**config.mk**
```make
export PLATFORM = sky130hd
export DESIGN_NAME = circ_agu
export DESIGN_NICKNAME = d
export VERILOG_FILES = /design/src/rtl/circ_agu_pkg.sv /design/src/rtl/circ_agu_regs.sv /design/src/rtl/circ_agu_step.sv /design/src/rtl/circ_agu.sv
export SDC_FILE = /design/constraint.sdc
export NUM_CORES = 1
export LEC_CHECK = 0
export BUFFER_PORTS_ARGS = -buffer_cell sky130_fd_sc_hd__buf_2
export CAP_MARGIN = 5
export CORE_ASPECT_RATIO = 0.6
export CORE_MARGIN = 1.5
export CORE_UTILIZATION = 45
export CTS_CLUSTER_SIZE = 12
export DETAILED_ROUTE_END_ITERATION = 8
export HOLD_SLACK_MARGIN = 0.15
export SLEW_MARGIN = 20
export SYNTH_ARGS = -nofsm -noshare
export SYNTH_HDL_FRONTEND = slang
export SYNTH_HIERARCHICAL = 1
export SYNTH_SLANG_ARGS = --single-unit
```
**constraint.sdc**
```tcl
create_clock -name clk -period 5.6 [get_ports clk]
set_clock_uncertainty 0.1 [all_clocks]
set_input_delay 0 -clock clk [delete_from_list [all_inputs] [get_ports clk]]
set_output_delay 0 -clock clk [all_outputs]
set_load 0.03 [all_outputs]
```
**src/rtl/circ_agu_pkg.sv**
```systemverilog
package circ_agu_pkg;
    typedef enum logic [2:0] {
        OP_NOP      = 3'd0,
        OP_SET_BASE = 3'd1,
        OP_SET_LEN  = 3'd2,
        OP_SET_IDX  = 3'd3,
        OP_PRE      = 3'd4,
        OP_POST     = 3'd5,
        OP_BREV     = 3'd6
    } agu_op_e;

    typedef enum logic [1:0] {
        SZ_SINGLE = 2'd0,
        SZ_DOUBLE = 2'd1,
        SZ_QUAD   = 2'd2,
        SZ_RSVD   = 2'd3
    } agu_size_e;
endpackage

```
**src/rtl/circ_agu_regs.sv**
```systemverilog
module circ_agu_regs #(
    parameter int AW    = 16,
    parameter int NDESC = 4,
    parameter int SW    = $clog2(NDESC)
) (
    input  logic          clk,
    input  logic          rst_n,
    input  logic [SW-1:0] sel,
    input  logic          we_base,
    input  logic          we_len,
    input  logic          we_idx,
    input  logic [AW-1:0] wdata,
    input  logic [AW-1:0] idx_wdata,
    output logic [AW-1:0] rd_base,
    output logic [AW-1:0] rd_len,
    output logic [AW-1:0] rd_idx
);
    logic [AW-1:0] base_q [NDESC];
    logic [AW-1:0] len_q  [NDESC];
    logic [AW-1:0] idx_q  [NDESC];

    for (genvar g = 0; g < NDESC; g++) begin : g_desc
        logic hit;
        assign hit = (sel == SW'(g));
        always_ff @(posedge clk) begin
            if (!rst_n) begin
                base_q[g] <= '0;
                len_q[g]  <= '0;
                idx_q[g]  <= '0;
            end else begin
                if (hit && we_base) base_q[g] <= wdata;
                if (hit && we_len)  len_q[g]  <= wdata;
                if (hit && we_idx)  idx_q[g]  <= idx_wdata;
            end
        end
    end

    assign rd_base = base_q[sel];
    assign rd_len  = len_q[sel];
    assign rd_idx  = idx_q[sel];
endmodule

```
**src/rtl/circ_agu_step.sv**
```systemverilog
module circ_agu_step #(
    parameter int AW     = 16,
    parameter int BREV_W = 4
) (
    input  logic [AW-1:0] idx,
    input  logic [AW-1:0] base,
    input  logic [AW-1:0] len,
    input  logic [AW-1:0] mod,
    input  logic          brev,
    output logic [AW-1:0] nxt,
    output logic          err
);
    localparam int EW = AW + 2;
    localparam logic [AW-1:0] FMASK = AW'((1 << BREV_W) - 1);

    function automatic logic [BREV_W-1:0] mirror(input logic [BREV_W-1:0] v);
        logic [BREV_W-1:0] r;
        for (int i = 0; i < BREV_W; i++) r[i] = v[BREV_W-1-i];
        return r;
    endfunction

    logic signed [EW-1:0] sum, lim, lo_b, adj;
    logic [AW:0]          mag;
    logic [BREV_W-1:0]    r_sum;
    logic [AW-1:0]        wrap_nxt, brev_nxt;
    logic                 neg;

    always_comb begin
        neg  = mod[AW-1];
        sum  = $signed({2'b00, idx}) + $signed({{2{mod[AW-1]}}, mod});
        lim  = $signed({2'b00, base}) + $signed({2'b00, len});
        lo_b = $signed({2'b00, base});
        adj  = sum;
        if (len != '0) begin
            if (!neg && (sum >= lim))     adj = sum - $signed({2'b00, len});
            else if (neg && (sum < lo_b)) adj = sum + $signed({2'b00, len});
        end
        wrap_nxt = adj[AW-1:0];

        r_sum    = mirror(idx[BREV_W-1:0]) + mirror(mod[BREV_W-1:0]);
        brev_nxt = (idx & ~FMASK) | AW'(mirror(r_sum));

        mag = neg ? (~{1'b1, mod} + 1'b1) : {1'b0, mod};
        err = !brev && (len != '0) && (mag > {1'b0, len});
        nxt = brev ? brev_nxt : wrap_nxt;
    end
endmodule

```
**src/rtl/circ_agu.sv**
```systemverilog
module circ_agu
    import circ_agu_pkg::*;
#(
    parameter int AW     = 16,
    parameter int NDESC  = 4,
    parameter int BREV_W = 4,
    parameter int SW     = $clog2(NDESC)
) (
    input  logic          clk,
    input  logic          rst_n,
    input  logic [2:0]    op_i,
    input  logic [SW-1:0] sel_i,
    input  logic [AW-1:0] mod_i,
    input  logic [1:0]    size_i,
    output logic          valid_o,
    output logic          err_o,
    output logic [AW-1:0] addr_o,
    output logic [AW-1:0] ptr_o,
    output logic [1:0]    size_o
);
    agu_op_e       op;
    logic          set_b, set_l, set_i, is_addr, is_pre, is_brev, upd;
    logic [AW-1:0] cur_base, cur_len, cur_idx, step_nxt, idx_wd;
    logic          step_err;

    assign op = agu_op_e'(op_i);

    always_comb begin
        set_b   = 1'b0;
        set_l   = 1'b0;
        set_i   = 1'b0;
        is_addr = 1'b0;
        is_pre  = 1'b0;
        is_brev = 1'b0;
        unique case (op)
            OP_SET_BASE: set_b = 1'b1;
            OP_SET_LEN:  set_l = 1'b1;
            OP_SET_IDX:  set_i = 1'b1;
            OP_PRE:      begin is_addr = 1'b1; is_pre = 1'b1; end
            OP_POST:     is_addr = 1'b1;
            OP_BREV:     begin is_addr = 1'b1; is_brev = 1'b1; end
            default:     ;
        endcase
    end

    assign upd    = is_addr && !step_err;
    assign idx_wd = set_i ? mod_i : step_nxt;

    circ_agu_regs #(.AW(AW), .NDESC(NDESC), .SW(SW)) u_regs (
        .clk(clk), .rst_n(rst_n), .sel(sel_i),
        .we_base(set_b), .we_len(set_l), .we_idx(set_i || upd),
        .wdata(mod_i), .idx_wdata(idx_wd),
        .rd_base(cur_base), .rd_len(cur_len), .rd_idx(cur_idx)
    );

    circ_agu_step #(.AW(AW), .BREV_W(BREV_W)) u_step (
        .idx(cur_idx), .base(cur_base), .len(cur_len), .mod(mod_i),
        .brev(is_brev), .nxt(step_nxt), .err(step_err)
    );

    always_ff @(posedge clk) begin
        if (!rst_n) begin
            valid_o <= 1'b0;
            err_o   <= 1'b0;
            addr_o  <= '0;
            ptr_o   <= '0;
            size_o  <= SZ_SINGLE;
        end else begin
            valid_o <= upd;
            err_o   <= is_addr && step_err;
            if (is_addr) begin
                addr_o <= (is_pre && upd) ? step_nxt : cur_idx;
                ptr_o  <= upd ? step_nxt : cur_idx;
                size_o <= size_i;
            end
        end
    end
endmodule

```
==> results of run 1 <==
==> cell type report <==
| cell class | instances | area, sq um | share of cell area (%) |
|---|---|---|---|
| multi-input cells | 1038 | 8498 | 44.50 |
| flip-flops and latches | 228 | 6486 | 33.97 |
| repair buffers | 328 | 2549 | 13.35 |
| clock buffers | 43 | 764.5 | 4.003 |
| well taps | 424 | 530.5 | 2.778 |
| inverters | 70 | 262.8 | 1.376 |
| clock inverters | 1 | 5.005 | 0.02621 |
==> worst paths after layout <==
check / start / endpoint / cells past startpoint
worst min register to register: ptr_o[3] / ptr_o[3] / 1
worst max register to register: u_regs/idx_q[2][1] / u_regs/idx_q[3][1] / 26
worst min-delay path: mod_i[15] / u_regs/len_q[1][15] / 4
worst max-delay path: u_regs/idx_q[2][1] / u_regs/idx_q[3][1] / 26
==> repair_timing <==
item | CTS | global route
gates cloned | 3 | 0
hold buffers | 25 | 0
pin swaps | 43 | 64
hold endpoints to repair | 211 | 0
resized for setup | 104 | 105
setup endpoints to repair | 96 | 96
setup buffers | 12 | 11
==> worst max-delay path: stages (launching register included) <==
cell and delay [ns]:
sky130_fd_sc_hd__edfxtp_1 0.36, sky130_fd_sc_hd__mux4_2 0.53, sky130_fd_sc_hd__ha_1 0.35, sky130_fd_sc_hd__a21o_1 0.21, sky130_fd_sc_hd__a21oi_4 0.18, sky130_fd_sc_hd__o21bai_1 0.10, sky130_fd_sc_hd__a21oi_2 0.21, sky130_fd_sc_hd__nor2b_1 0.10
sky130_fd_sc_hd__o21a_1 0.17, sky130_fd_sc_hd__nor2_1 0.16, sky130_fd_sc_hd__xnor2_1 0.20, sky130_fd_sc_hd__ha_1 0.31, sky130_fd_sc_hd__o21ai_0 0.17, sky130_fd_sc_hd__a21oi_2 0.23, sky130_fd_sc_hd__a31oi_4 0.13, sky130_fd_sc_hd__o311ai_4 0.29
sky130_fd_sc_hd__nand4_1 0.15, sky130_fd_sc_hd__a22oi_2 0.23, sky130_fd_sc_hd__o211ai_1 0.12, sky130_fd_sc_hd__buf_4 0.18, sky130_fd_sc_hd__buf_12 0.14, sky130_fd_sc_hd__a21o_4 0.24, sky130_fd_sc_hd__buf_12 0.14, sky130_fd_sc_hd__a222oi_1 0.41
sky130_fd_sc_hd__mux2_4 0.25, sky130_fd_sc_hd__nand3_4 0.10, sky130_fd_sc_hd__nor2_2 0.14
==> registers in the layout (all words and copies together), names as in the netlist <==
signal,cells
ptr_o,16
size_o,2
valid_o,1
addr_o,16
u_regs/base_q,64
u_regs/len_q,64
err_o,1
u_regs/idx_q,64
==> per-stage QoR <==
step           std cells  TNS [ns]
3_5_place_dp        2043    -51.01
3_3_place_gp        2043    -46.53
6_report            2132    -30.51
5_1_grt             2132    -49.64
4_1_cts             2123    -36.84
2_1_floorplan       1421         0
==> kinds of logic (layout without fill, tap and decap cells) <==
| group | Yosys count | after routing | synth area share [%] |
|---|---|---|---|
| AO/OA/AOI/OAI | 319 | 319 | 14.75 |
| XOR/XNOR | 43 | 43 | 2.586 |
| adder cells (fa/ha/maj) | 111 | 111 | 9.604 |
| buffers and inverters | 155 | 442 | 4.844 |
| flip-flops | 228 | 228 | 43.67 |
| multiplexers | 87 | 87 | 10.21 |
| AND/OR/NAND/NOR | 478 | 478 | 14.33 |
==> routing by layer <==
layer  track usage [%]  wire length (microns)
met1             43.70                  22990
met2             40.07                  19550
met3             5.609                   4339
met4             5.598                    893
met5                 0                      0
==> layout by cell type (no fill, tap or decap), types with 9 or more instances in the layout <==
| cell | count |
|---|---|
| sky130_fd_sc_hd__mux2i_1 | 20 |
| sky130_fd_sc_hd__nor2_1 | 195 |
| sky130_fd_sc_hd__nor2_2 | 30 |
| sky130_fd_sc_hd__o21a_1 | 18 |
| sky130_fd_sc_hd__clkbuf_16 | 26 |
| sky130_fd_sc_hd__a21oi_1 | 40 |
| sky130_fd_sc_hd__ha_1 | 103 |
| sky130_fd_sc_hd__nand3_4 | 13 |
| sky130_fd_sc_hd__o211a_1 | 17 |
| sky130_fd_sc_hd__edfxtp_1 | 192 |
| sky130_fd_sc_hd__buf_6 | 15 |
| sky130_fd_sc_hd__buf_2 | 59 |
| sky130_fd_sc_hd__clkbuf_1 | 12 |
| sky130_fd_sc_hd__o21ai_0 | 46 |
| sky130_fd_sc_hd__nand2b_1 | 10 |
| sky130_fd_sc_hd__o21ai_1 | 32 |
| sky130_fd_sc_hd__nand2_2 | 12 |
| sky130_fd_sc_hd__buf_4 | 221 |
| sky130_fd_sc_hd__a31oi_1 | 18 |
| sky130_fd_sc_hd__mux2_4 | 16 |
| sky130_fd_sc_hd__o211ai_1 | 13 |
| sky130_fd_sc_hd__nor2b_1 | 11 |
| sky130_fd_sc_hd__xnor2_1 | 30 |
| sky130_fd_sc_hd__dlygate4sd3_1 | 25 |
| sky130_fd_sc_hd__a21oi_2 | 9 |
| sky130_fd_sc_hd__mux4_2 | 45 |
| sky130_fd_sc_hd__o31ai_1 | 11 |
| sky130_fd_sc_hd__a21o_1 | 21 |
| sky130_fd_sc_hd__nor3_1 | 15 |
| sky130_fd_sc_hd__xor2_1 | 11 |
| sky130_fd_sc_hd__nand3_1 | 41 |
| sky130_fd_sc_hd__inv_1 | 70 |
| sky130_fd_sc_hd__dfxtp_1 | 36 |
| sky130_fd_sc_hd__nand2_1 | 83 |
==> power groups by stage <==
| stage | combinational (mW) | clock (mW) | sequential [mW] |
|---|---|---|---|
| 3_5_place_dp | 2.90 | 0 | 2.05 |
| 3_3_place_gp | 2.86 | 0 | 2.04 |
| 2_1_floorplan | 1.67 | 0 | 2.09 |
| 5_1_grt | 3.90 | 1.68 | 2.02 |
| 6_report | 3.64 | 1.59 | 2.01 |
| 4_1_cts | 3.30 | 1.62 | 2.01 |
==> results.txt, run 1 <==
The flow ran to the end, but the final reports show violations. The checks that failed: negative setup slack. The number of diodes came out at 0. The maximum VDD drop is 0.0001729 V. The part of the total power dissipated in combinational logic is 50.3%. The worst hold path belongs to the class in -> reg. The overall fraction of global-route tracks in use is 28.09%. Setup repair after global routing could not meet its margin everywhere.

The number of ports placed on the die boundary came out at 61. The proportion of layout cells with a drive suffix above 1 came out at around a third. The number of failing setup endpoints in the final timing report came out at 96.

The number of optimization iterations in the first detailed-route pass is 6. The later pin in the worst-skew pair is clocked with a latency of 0.54 ns. The number of synthesized flops with an enable pin is 192. The initial cell density of the core is 45.73%. The via total after detailed routing came out at 12620. The setup slack on the worst flop-to-flop path is -0.44 ns. The floorplan core area came out at 32480 sq um.

Synthesis produced a netlist whose cell count is approximately 1400. After synthesis, the netlist uses 83 different library cells. The clock edge transition at the registers on the reported setup and hold paths is around 0.060 ns.

The register bit total from synthesis came out at ~230. The initial antenna violation count came out at 0. The fraction of registers with async set or reset after synthesis is 0%. The count of buffers added on input and output ports is 60. The via count of the first global-routing pass is 12220. The critical path startpoint category is a register.

The normalized max-slew margin came out at 44.33%. The overall overflow remaining after global route is 0. The count of final hold-check violations is 0. The final-layout worst hold slack came out at approximately 0.20 ns. The final core utilization is 58.79%. The area of the mapped netlist came out at 14850 sq um. In this run the core area contains 51 standard-cell rows. Per report_power, the sequential group accounts for 27.8% of the total.

In the final routed layout, each cell accounts on average for approximately 22 microns. The largest driver fanout on the critical path came out at 6. The switching share of power is a little over a third. Timing would allow up to 0.1657 GHz.

Wires add up to 47.78 mm. The minimum setup slack after placement is -0.7212 ns. Using the TritonRoute via totals, the vias-per-cell ratio works out to 5.920. The number of nets handed over by synthesis was 1557. The commonest cells after synthesis are 228 x sky130_fd_sc_hd__nor2_1, 192 x sky130_fd_sc_hd__edfxtp_1, 106 x sky130_fd_sc_hd__ha_1. The fill cell total of the finished layout came out at 2679. The weighted congestion at the end of routability-driven global placement came out at 0.9621. The post-synthesis sequential area ratio came out at 43.67%. From bottom edge to top edge, the die measures 143.7 microns.

The data arrival time of the critical path came out at 6.34 ns. The largest area contributor in the netlist is sky130_fd_sc_hd__edfxtp_1. At the pin with the least slew margin, the transition time is between 0.8 and 0.9 ns. The wire length of the first global-routing pass came out at 72.39 mm. The placed instances occupy a cell area of 16980 sq um.

The area of all placed cells without fillers came out at 19100 sq um. The number of pins with negative max-slew slack in the final report came out at 0. Clock tree synthesis found a total of 228 sinks.

The buffer cell driving the clock tree root is sky130_fd_sc_hd__clkbuf_16. The worst setup path is captured at a register. The HPWL reported at the end of detailed placement came out at 34.91 mm.

The total of max-cap violations is 0. The H-tree depth came out at 1. The violation count after the first detailed-route iteration came out at 1165. In the routed design, unresolved DRC markers number 0. The time the final worst path needs with I/O delays and setup is 6.036 ns. After synthesis, the cell types taking the most area are sky130_fd_sc_hd__edfxtp_1 39%, sky130_fd_sc_hd__ha_1 8.9%, sky130_fd_sc_hd__mux4_2 6.8%, sky130_fd_sc_hd__nor2_1 5.8%, sky130_fd_sc_hd__dfxtp_1 4.9%. sky130_fd_sc_hd__nor2_1 is the most common cell in the netlist.

Data on the critical path is required at its endpoint by 5.90 ns. The cell internal power dissipation is around 4.6 mW. A synthesized cell averages 10.45 sq um. Compared with the post-synthesis result, the final layout area differs by 28.58%. The overall die width is 237.5 microns. The share of total power in the clock network came out at between 20 and 25%. Of the available clock period, the critical path in the final layout requires 107.8%. For this run, the leading register cell type out of synthesis is sky130_fd_sc_hd__edfxtp_1. In this run the remaining antenna-violating nets after routing total 0.

The post-route total power came out at just over 7 mW. The power per cell area is 378.9 nW/um^2. The fraction of synthesized cell area taken by the top area cell type is roughly 39%. Buffers inserted during clock tree synthesis total 24.

In this run the power spent charging and discharging nets is 2.621 mW. The maximum number of pins on one net before global-route repair came out at 69. The final worst slack is -0.4359 ns. TritonCTS built the clock tree. The die covers 34140 sq um. The number of nets in the layout is 1826.

The classification of the worst setup path is reg -> reg. The count of warnings emitted by yosys came out at 6. Counting along the longest clock path gives a buffer depth of 3. The leakage power figure is ~8 nW.
Note: power is estimated with default switching activity, not from simulation.
==> run 2: changes to the inputs <==
--- a/config.mk
+++ b/config.mk
@@ -13,6 +13,7 @@
 export CTS_CLUSTER_SIZE = 12
 export DETAILED_ROUTE_END_ITERATION = 8
 export HOLD_SLACK_MARGIN = 0.15
+export SKIP_CTS_REPAIR_TIMING = 1
 export SLEW_MARGIN = 20
 export SYNTH_ARGS = -nofsm -noshare
 export SYNTH_HDL_FRONTEND = slang
==> run 2 against run 1 <==
Against the previous run: register-to-register slack got worse by 0.17 ns; non-clock buffer count shrank 11; clock power about the same; final area is 2.4% lower; largest cell class unchanged; the flow still finishes with violations (negative setup slack); highest routed layer unchanged.
==> results.txt, run 2 (synthesis gave the netlist of run 1 again) <==
The worst min-delay path category is in -> reg (unchanged). The average detailed-routed wire length per instance is 22.29 microns (was 22.41 microns). The number of antenna-violating nets in the routed design is 0 (unchanged). The most common cell after layout, fill and taps aside was sky130_fd_sc_hd__buf_4 (unchanged). The classification of the worst setup path is reg -> reg (unchanged).

The normalized max-slew margin is 11.10% (was 44.33%). The proportion of layout cells with a drive suffix above 1 came out at 28.64% (was 32.38%). The total of max-cap violations is 0 (unchanged). The time the final worst path needs with I/O delays and setup is 6.207 ns (was 6.036 ns). The accumulated negative setup slack came out at -42.01 ns (was -30.51 ns).

The count of final hold-check violations is 0 (unchanged). The largest buffer count on any clock path is 3 (unchanged). The buffer cell driving the clock tree root is sky130_fd_sc_hd__clkbuf_16 (unchanged). The data required time at the worst endpoint is 5.90 ns (about the same). The overall die area came out at 34140 sq um (unchanged). The origin of the critical flop-to-flop path is u_regs/base_q[1][0] (was u_regs/idx_q[2][1]). The area of all placed cells without fillers is 18650 sq um (was 19100 sq um). The initial antenna violation count is 0 (unchanged). The number of pins with negative max-slew slack in the final report came to 0 (unchanged). The H-tree depth is 1 (unchanged). Unrepaired setup endpoints after global routing: true (unchanged). The number of nets in the layout came out at 1815 (was 1826). The startpoint of the most critical setup path is u_regs/base_q[1][0] (was u_regs/idx_q[2][1]). The leakage power figure was 7.650 nW (was 7.770 nW). The number of ports placed on the die boundary came out at 61 (unchanged). The clock edge transition at the registers on the reported setup and hold paths was 0.06 ns (about the same). The wire length of the first global-routing pass is 70.17 mm (was 72.39 mm). The maximum number of pins on one net before global-route repair is 69 (unchanged).

The maximum VDD drop came out at 0.0001726 V (was 0.0001729 V). The number of port buffers came out at 60 (unchanged). The final worst slack was -0.6067 ns (was -0.4359 ns). The setup slack on the worst flop-to-flop path came out at -0.61 ns (was -0.44 ns). Top flop regs: u_regs/base_q (64), u_regs/idx_q (64), u_regs/len_q (64) (unchanged). The die height is 143.7 microns (unchanged). The total number of clock tree sinks is 228 (unchanged). The number of optimization iterations in the first detailed-route pass is 5 (was 6).

The aggregate routed wire length was 47.27 mm (was 47.78 mm). The overall die width is 237.5 microns (unchanged). The weighted congestion at the end of routability-driven global placement is 0.9621 (unchanged). The category of the worst setup path capture point was a register (unchanged). The overall overflow remaining after global route came to 0 (unchanged). The power per cell area is 373.5 nW/um^2 (was 378.9 nW/um^2).

The number of failing setup endpoints in the final timing report is 96 (unchanged). The number of buffers created by CTS was 24 (unchanged). The number of placement rows came out at 51 (unchanged).

The via density per instance came out at 5.928 (was 5.920). The number of remaining DRC errors is 0 (unchanged). The hold path startpoint is op_i[0] (was mod_i[15]). The insertion delay to the later sink of the worst-skew pair is 0.54 ns (about the same). Most used cells in the layout excluding fill and tap cells: 219 x sky130_fd_sc_hd__buf_4, 211 x sky130_fd_sc_hd__nor2_1, 192 x sky130_fd_sc_hd__edfxtp_1 (was 221 x sky130_fd_sc_hd__buf_4, 195 x sky130_fd_sc_hd__nor2_1, 192 x sky130_fd_sc_hd__edfxtp_1). The placed instance area is 16980 sq um (unchanged).

The violation count after the first detailed-route iteration came out at 1308 (was 1165). The TritonCTS clock tree was built (unchanged). Outcome: finished, violations left (unchanged). The via count of the first global-routing pass came out at 11850 (was 12220). The final core utilization came out at 57.41% (was 58.79%). Failing checks: negative setup slack (unchanged).

The slew of the pin with the lowest slew margin was 1.329 ns (was 0.8245 ns). The master of the slowest instance on the critical path was sky130_fd_sc_hd__mux4_2 (unchanged). The HPWL reported at the end of detailed placement is 34.91 mm (unchanged). The initial cell density of the core came out at 45.73% (unchanged). The maximum achievable frequency is 0.1611 GHz (was 0.1657 GHz). The most numerous cell type found on the critical path is sky130_fd_sc_hd__a21oi_2.

The minimum setup slack after placement is -0.7212 ns (unchanged). The number of diodes came out at 0 (unchanged). The floorplan core area came out at 32480 sq um (unchanged).

The overall fraction of global-route tracks in use came out at 27.22% (was 28.09%). The final-layout worst hold slack is 0.1257 ns (was 0.2046 ns). The critical path startpoint category was a register (unchanged). The final worst-path cycle share is 110.8% (was 107.8%). The layout overhead on the synthesized area came out at 25.55% (was 28.58%). The delay of the slowest critical-path stage came out at 0.52 ns (was 0.53 ns).

The largest driver fanout on the critical path was 5 (was 6). The via total after detailed routing is 12570 (was 12620). The data arrival time of the critical path came out at 6.51 ns (was 6.34 ns).
[run 2: layer usage]
metal  vias up  track usage, %  wire, microns
li1       5816               -              -
met1      6203           42.80          23040
met2       503           38.65          19250
met3        51           4.975           4172
met4         0           5.364            808
met5         -               0              0
[run 2: layout make-up]
cell class              count  area (sq um)
inverters                  70         262.8
flip-flops and latches    228          6486
clock buffers              43         764.5
repair buffers            317          2442
clock inverters             1         5.005
fillers                  2759         13830
well taps                 424         530.5
multi-input cells        1038          8155
[run 2: worst max-delay path, delay by kind of cell (launching register included)]
family	cells	cell delay [ns]
AO/OA/AOI/OAI	14	2.64
XOR/XNOR	1	0.08
adder cells (fa/ha/maj)	3	0.84
buffers and inverters	4	0.64
flip-flops	1	0.37
multiplexers	2	0.78
AND/OR/NAND/NOR	6	0.60
[run 2: worst paths after layout]
kind                   endpoint  depth (start not counted)
max          u_regs/idx_q[2][1]                         30
min                   addr_o[2]                          4
max reg2reg  u_regs/idx_q[2][1]                         30
min reg2reg            ptr_o[3]                          1
[run 2: stage by stage]
stage          cells  power, mW
2_1_floorplan   1421      3.760
3_3_place_gp    2043      4.899
3_5_place_dp    2043      4.946
4_1_cts         2087      6.549
5_1_grt         2121      7.319
6_report        2121      6.964
[run 2: power breakdown]
| group | leakage [nW] | internal [mW] | switching, mW |
|---|---|---|---|
| logic | 5.08 | 1.59 | 1.78 |
| registers | 2.19 | 1.97 | 0.0417 |
| clock network | 0.374 | 0.917 | 0.671 |
| total | 7.65 | 4.48 | 2.49 |
==> run 3: changes to the inputs <==
--- a/config.mk
+++ b/config.mk
@@ -5,6 +5,7 @@
 export SDC_FILE = /design/constraint.sdc
 export NUM_CORES = 1
 export LEC_CHECK = 0
+export ABC_CLOCK_PERIOD_IN_PS = 5600
 export BUFFER_PORTS_ARGS = -buffer_cell sky130_fd_sc_hd__buf_2
 export CAP_MARGIN = 5
 export CORE_ASPECT_RATIO = 0.6
@@ -12,6 +13,7 @@
 export CORE_UTILIZATION = 45
 export CTS_CLUSTER_SIZE = 12
 export DETAILED_ROUTE_END_ITERATION = 8
+export GPL_TIMING_DRIVEN = 0
 export HOLD_SLACK_MARGIN = 0.15
 export SKIP_CTS_REPAIR_TIMING = 1
 export SLEW_MARGIN = 20
==> constraint.sdc (replaced) <==
create_clock -name clk -period 5.6 [get_ports clk]
set_clock_uncertainty 0.1 [all_clocks]
set_input_delay 0.28 -clock clk [delete_from_list [all_inputs] [get_ports clk]]
set_output_delay 0.28 -clock clk [all_outputs]
set_load 0.03 [all_outputs]
==> run 3 against run 2 <==
Against the previous run: the run still ends with negative setup slack left; final area fell by 3.9%; via count fell by 0.67%; clock power fell by 9%; setup slack got worse by 0.098 ns; fmax fell by 1.6%; critical path depth fell by 1; hold slack improved by 0.085 ns; die area did not move; largest power group unchanged; highest routed layer unchanged.
==> results.txt, run 3 (synthesis gave the netlist of run 1 again) <==
The final worst-path cycle share is 112.6% (was 110.8%). The HPWL reported at the end of detailed placement was 37.82 mm (was 34.91 mm). The via count of the first global-routing pass was 11330 (was 11850). The aggregate routed wire length is 50.77 mm (was 47.27 mm). The category of the worst setup path capture point is a register (unchanged). The TritonCTS clock tree was built (unchanged).

The total number of clock tree sinks was 228 (unchanged). The H-tree depth came out at 1 (unchanged). The leakage power figure came out at 6.990 nW (was 7.650 nW). The via total after detailed routing is 12490 (was 12570). The largest driver fanout on the critical path is 9 (was 5).

The total of max-cap violations came out at 0 (unchanged). The floorplan core area came out at 32480 sq um (unchanged). The delay of the slowest critical-path stage came to 0.57 ns (was 0.52 ns). The combined area of the multi-input logic cells came out at 8538 sq um (was 8155 sq um).

Top flop regs: u_regs/base_q (64), u_regs/idx_q (64), u_regs/len_q (64) (unchanged). The classification of the worst setup path is reg -> reg (unchanged). The critical path startpoint category is a register (unchanged).

The most common cell after layout, fill and taps aside was sky130_fd_sc_hd__nor2_1 (was sky130_fd_sc_hd__buf_4). The number of nets in the layout came out at 1705 (was 1815). The initial antenna violation count is 0 (unchanged). Outcome: finished, violations left (unchanged). The maximum number of pins on one net before global-route repair was 14 (was 69). The number of ports placed on the die boundary came out at 61 (unchanged).

The average detailed-routed wire length per instance is 25.33 microns (was 22.29 microns). The placed instance area came out at 16010 sq um (was 16980 sq um). The number of port buffers came out at 55 (was 60). The overall overflow remaining after global route is 0 (unchanged). The count of final hold-check violations came out at 0 (unchanged).

The number of pins with negative max-slew slack in the final report was 0 (unchanged). The number of diodes came out at 0 (unchanged). The cell seen most often among critical-path stages is sky130_fd_sc_hd__a21oi_2 (unchanged). The largest buffer count on any clock path is 3 (unchanged). The buffering stage count on the worst path with inverters included is 2 (was 4). The maximum achievable frequency is 0.1586 GHz (was 0.1611 GHz).

The number of optimization iterations in the first detailed-route pass is 5 (unchanged). The overall die area is 34140 sq um (unchanged). The final core utilization is 55.19% (was 57.41%). The number of antenna-violating nets in the routed design was 0 (unchanged). The number of buffers created by CTS came out at 24 (unchanged). Most used cells in the layout excluding fill and tap cells: 206 x sky130_fd_sc_hd__nor2_1, 192 x sky130_fd_sc_hd__edfxtp_1, 103 x sky130_fd_sc_hd__ha_1 (was 219 x sky130_fd_sc_hd__buf_4, 211 x sky130_fd_sc_hd__nor2_1, 192 x sky130_fd_sc_hd__edfxtp_1).

The worst min-delay path category is in -> reg (unchanged). The number of placement rows came out at 51 (unchanged). The final worst slack is -0.7049 ns (was -0.6067 ns).

The data arrival time of the critical path came out at 6.48 ns (was 6.51 ns). The fill cell total of the finished layout came to 2823 (was 2759). Failing checks: negative setup slack (unchanged). The category of cells accounting for the largest share of critical-path delay is compound AO/OA/AOI/OAI gates (unchanged).

The data required time at the worst endpoint came out at 5.77 ns (was 5.90 ns). The slew of the pin with the lowest slew margin is 1.107 ns (was 1.329 ns). The buffer cell driving the clock tree root is sky130_fd_sc_hd__clkbuf_16 (unchanged). The insertion delay to the later sink of the worst-skew pair is 0.54 ns (about the same). The via density per instance is 6.232 (was 5.928). The time the final worst path needs with I/O delays and setup is 6.305 ns (was 6.207 ns).

The violation count after the first detailed-route iteration is 1366 (was 1308). The number of failing setup endpoints in the final timing report is 95 (was 96). The normalized max-slew margin came out at 25.29% (was 11.10%). The initial cell density of the core is 45.73% (unchanged).

The master of the slowest instance on the critical path is sky130_fd_sc_hd__mux4_2 (unchanged). The area of all placed cells without fillers is 17920 sq um (was 18650 sq um). The wire length of the first global-routing pass is 73.31 mm (was 70.17 mm).

The proportion of layout cells with a drive suffix above 1 is 24.75% (was 28.64%). The number of remaining DRC errors is 0 (unchanged). The die height came to 143.7 microns (unchanged). The clock edge transition at the registers on the reported setup and hold paths came to 0.06 ns (about the same).

The layout overhead on the synthesized area was 20.69% (was 25.55%). The overall fraction of global-route tracks in use is 29.21% (was 27.22%). The maximum VDD drop came out at 0.0002102 V (was 0.0001726 V). The weighted congestion at the end of routability-driven global placement is 0.9362 (was 0.9621). The overall die width came out at 237.5 microns (unchanged).

The power per cell area is 379.8 nW/um^2 (was 373.5 nW/um^2). Unrepaired setup endpoints after global routing: true (unchanged). The sequential cell area is 6486 sq um (unchanged).
==> run 3: cell count changes in the layout (fill, tap and decap cells not counted), moves of 7 or more <==
cell	before	now
sky130_fd_sc_hd__buf_2	59	83
sky130_fd_sc_hd__clkbuf_1	12	42
sky130_fd_sc_hd__dlygate4sd3_1	23	6
sky130_fd_sc_hd__o21ai_1	30	16
sky130_fd_sc_hd__buf_4	219	45
sky130_fd_sc_hd__o21ai_2	0	15
sky130_fd_sc_hd__o221ai_1	7	0
sky130_fd_sc_hd__buf_6	6	25
==> run 3: path summary, 6_finish.rpt <==
| path | startpoint | end | slack, ns | depth (start not counted) |
|---|---|---|---|---|
| worst max-delay path | u_regs/base_q[3][0] | u_regs/idx_q[3][15] | -0.70 | 29 |
| worst min-delay path | mod_i[0] | u_regs/len_q[0][0] | 0.21 | 3 |
| worst max register to register | u_regs/base_q[3][0] | u_regs/idx_q[3][15] | -0.70 | 29 |
| worst min register to register | ptr_o[9] | ptr_o[9] | 0.40 | 1 |
==> run 3: worst min-delay path: stages <==
cell and delay [ns]:
sky130_fd_sc_hd__buf_2 0.16, sky130_fd_sc_hd__nand3_1 0.17, sky130_fd_sc_hd__nor2_1 0.05
==> run 3: routing by layer <==
| metal | track usage, % | vias up | wire, microns |
|---|---|---|---|
| met3 | 6.512 | 73 | 5428 |
| met5 | 0 | - | 0 |
| li1 | - | 5571 | - |
| met2 | 40.61 | 669 | 20430 |
| met1 | 45.64 | 6176 | 23830 |
| met4 | 6.504 | 0 | 1073 |
==> run 3: layout make-up <==
type	instances	share of cell area, %
inverter	70	1.466
buffer	84	3.029
tap	424	2.960
multi-input combinational	1038	47.63
clock buffer	31	3.616
sequential	228	36.19
timing repair buffer	123	4.949
clock inverter	6	0.1605
==> run 3: through the flow <==
step / instances / power [mW] / hold slack, ns / TNS (ns) / worst slack [ns]
6_report: 2004 / 6.808 / 0.2102 / -45.69 / -0.7049
5_1_grt: 2004 / 7.113 / 0.1933 / -66.13 / -0.8810
4_1_cts: 1949 / 6.059 / -0.1065 / -98.26 / -1.429
3_5_place_dp: 1912 / 4.604 / 0.3823 / -162.94 / -1.968
3_3_place_gp: 1900 / 4.560 / 0.3805 / -250.24 / -1.969
2_1_floorplan: 1421 / 3.807 / 0.3495 / -0.4266 / -0.04967
==> run 3: power by group <==
part	leakage [nW]	internal (mW)	switching [mW]
registers	2.19	1.97	0.0396
clock network	0.330	0.804	0.642
logic	4.47	1.38	1.98
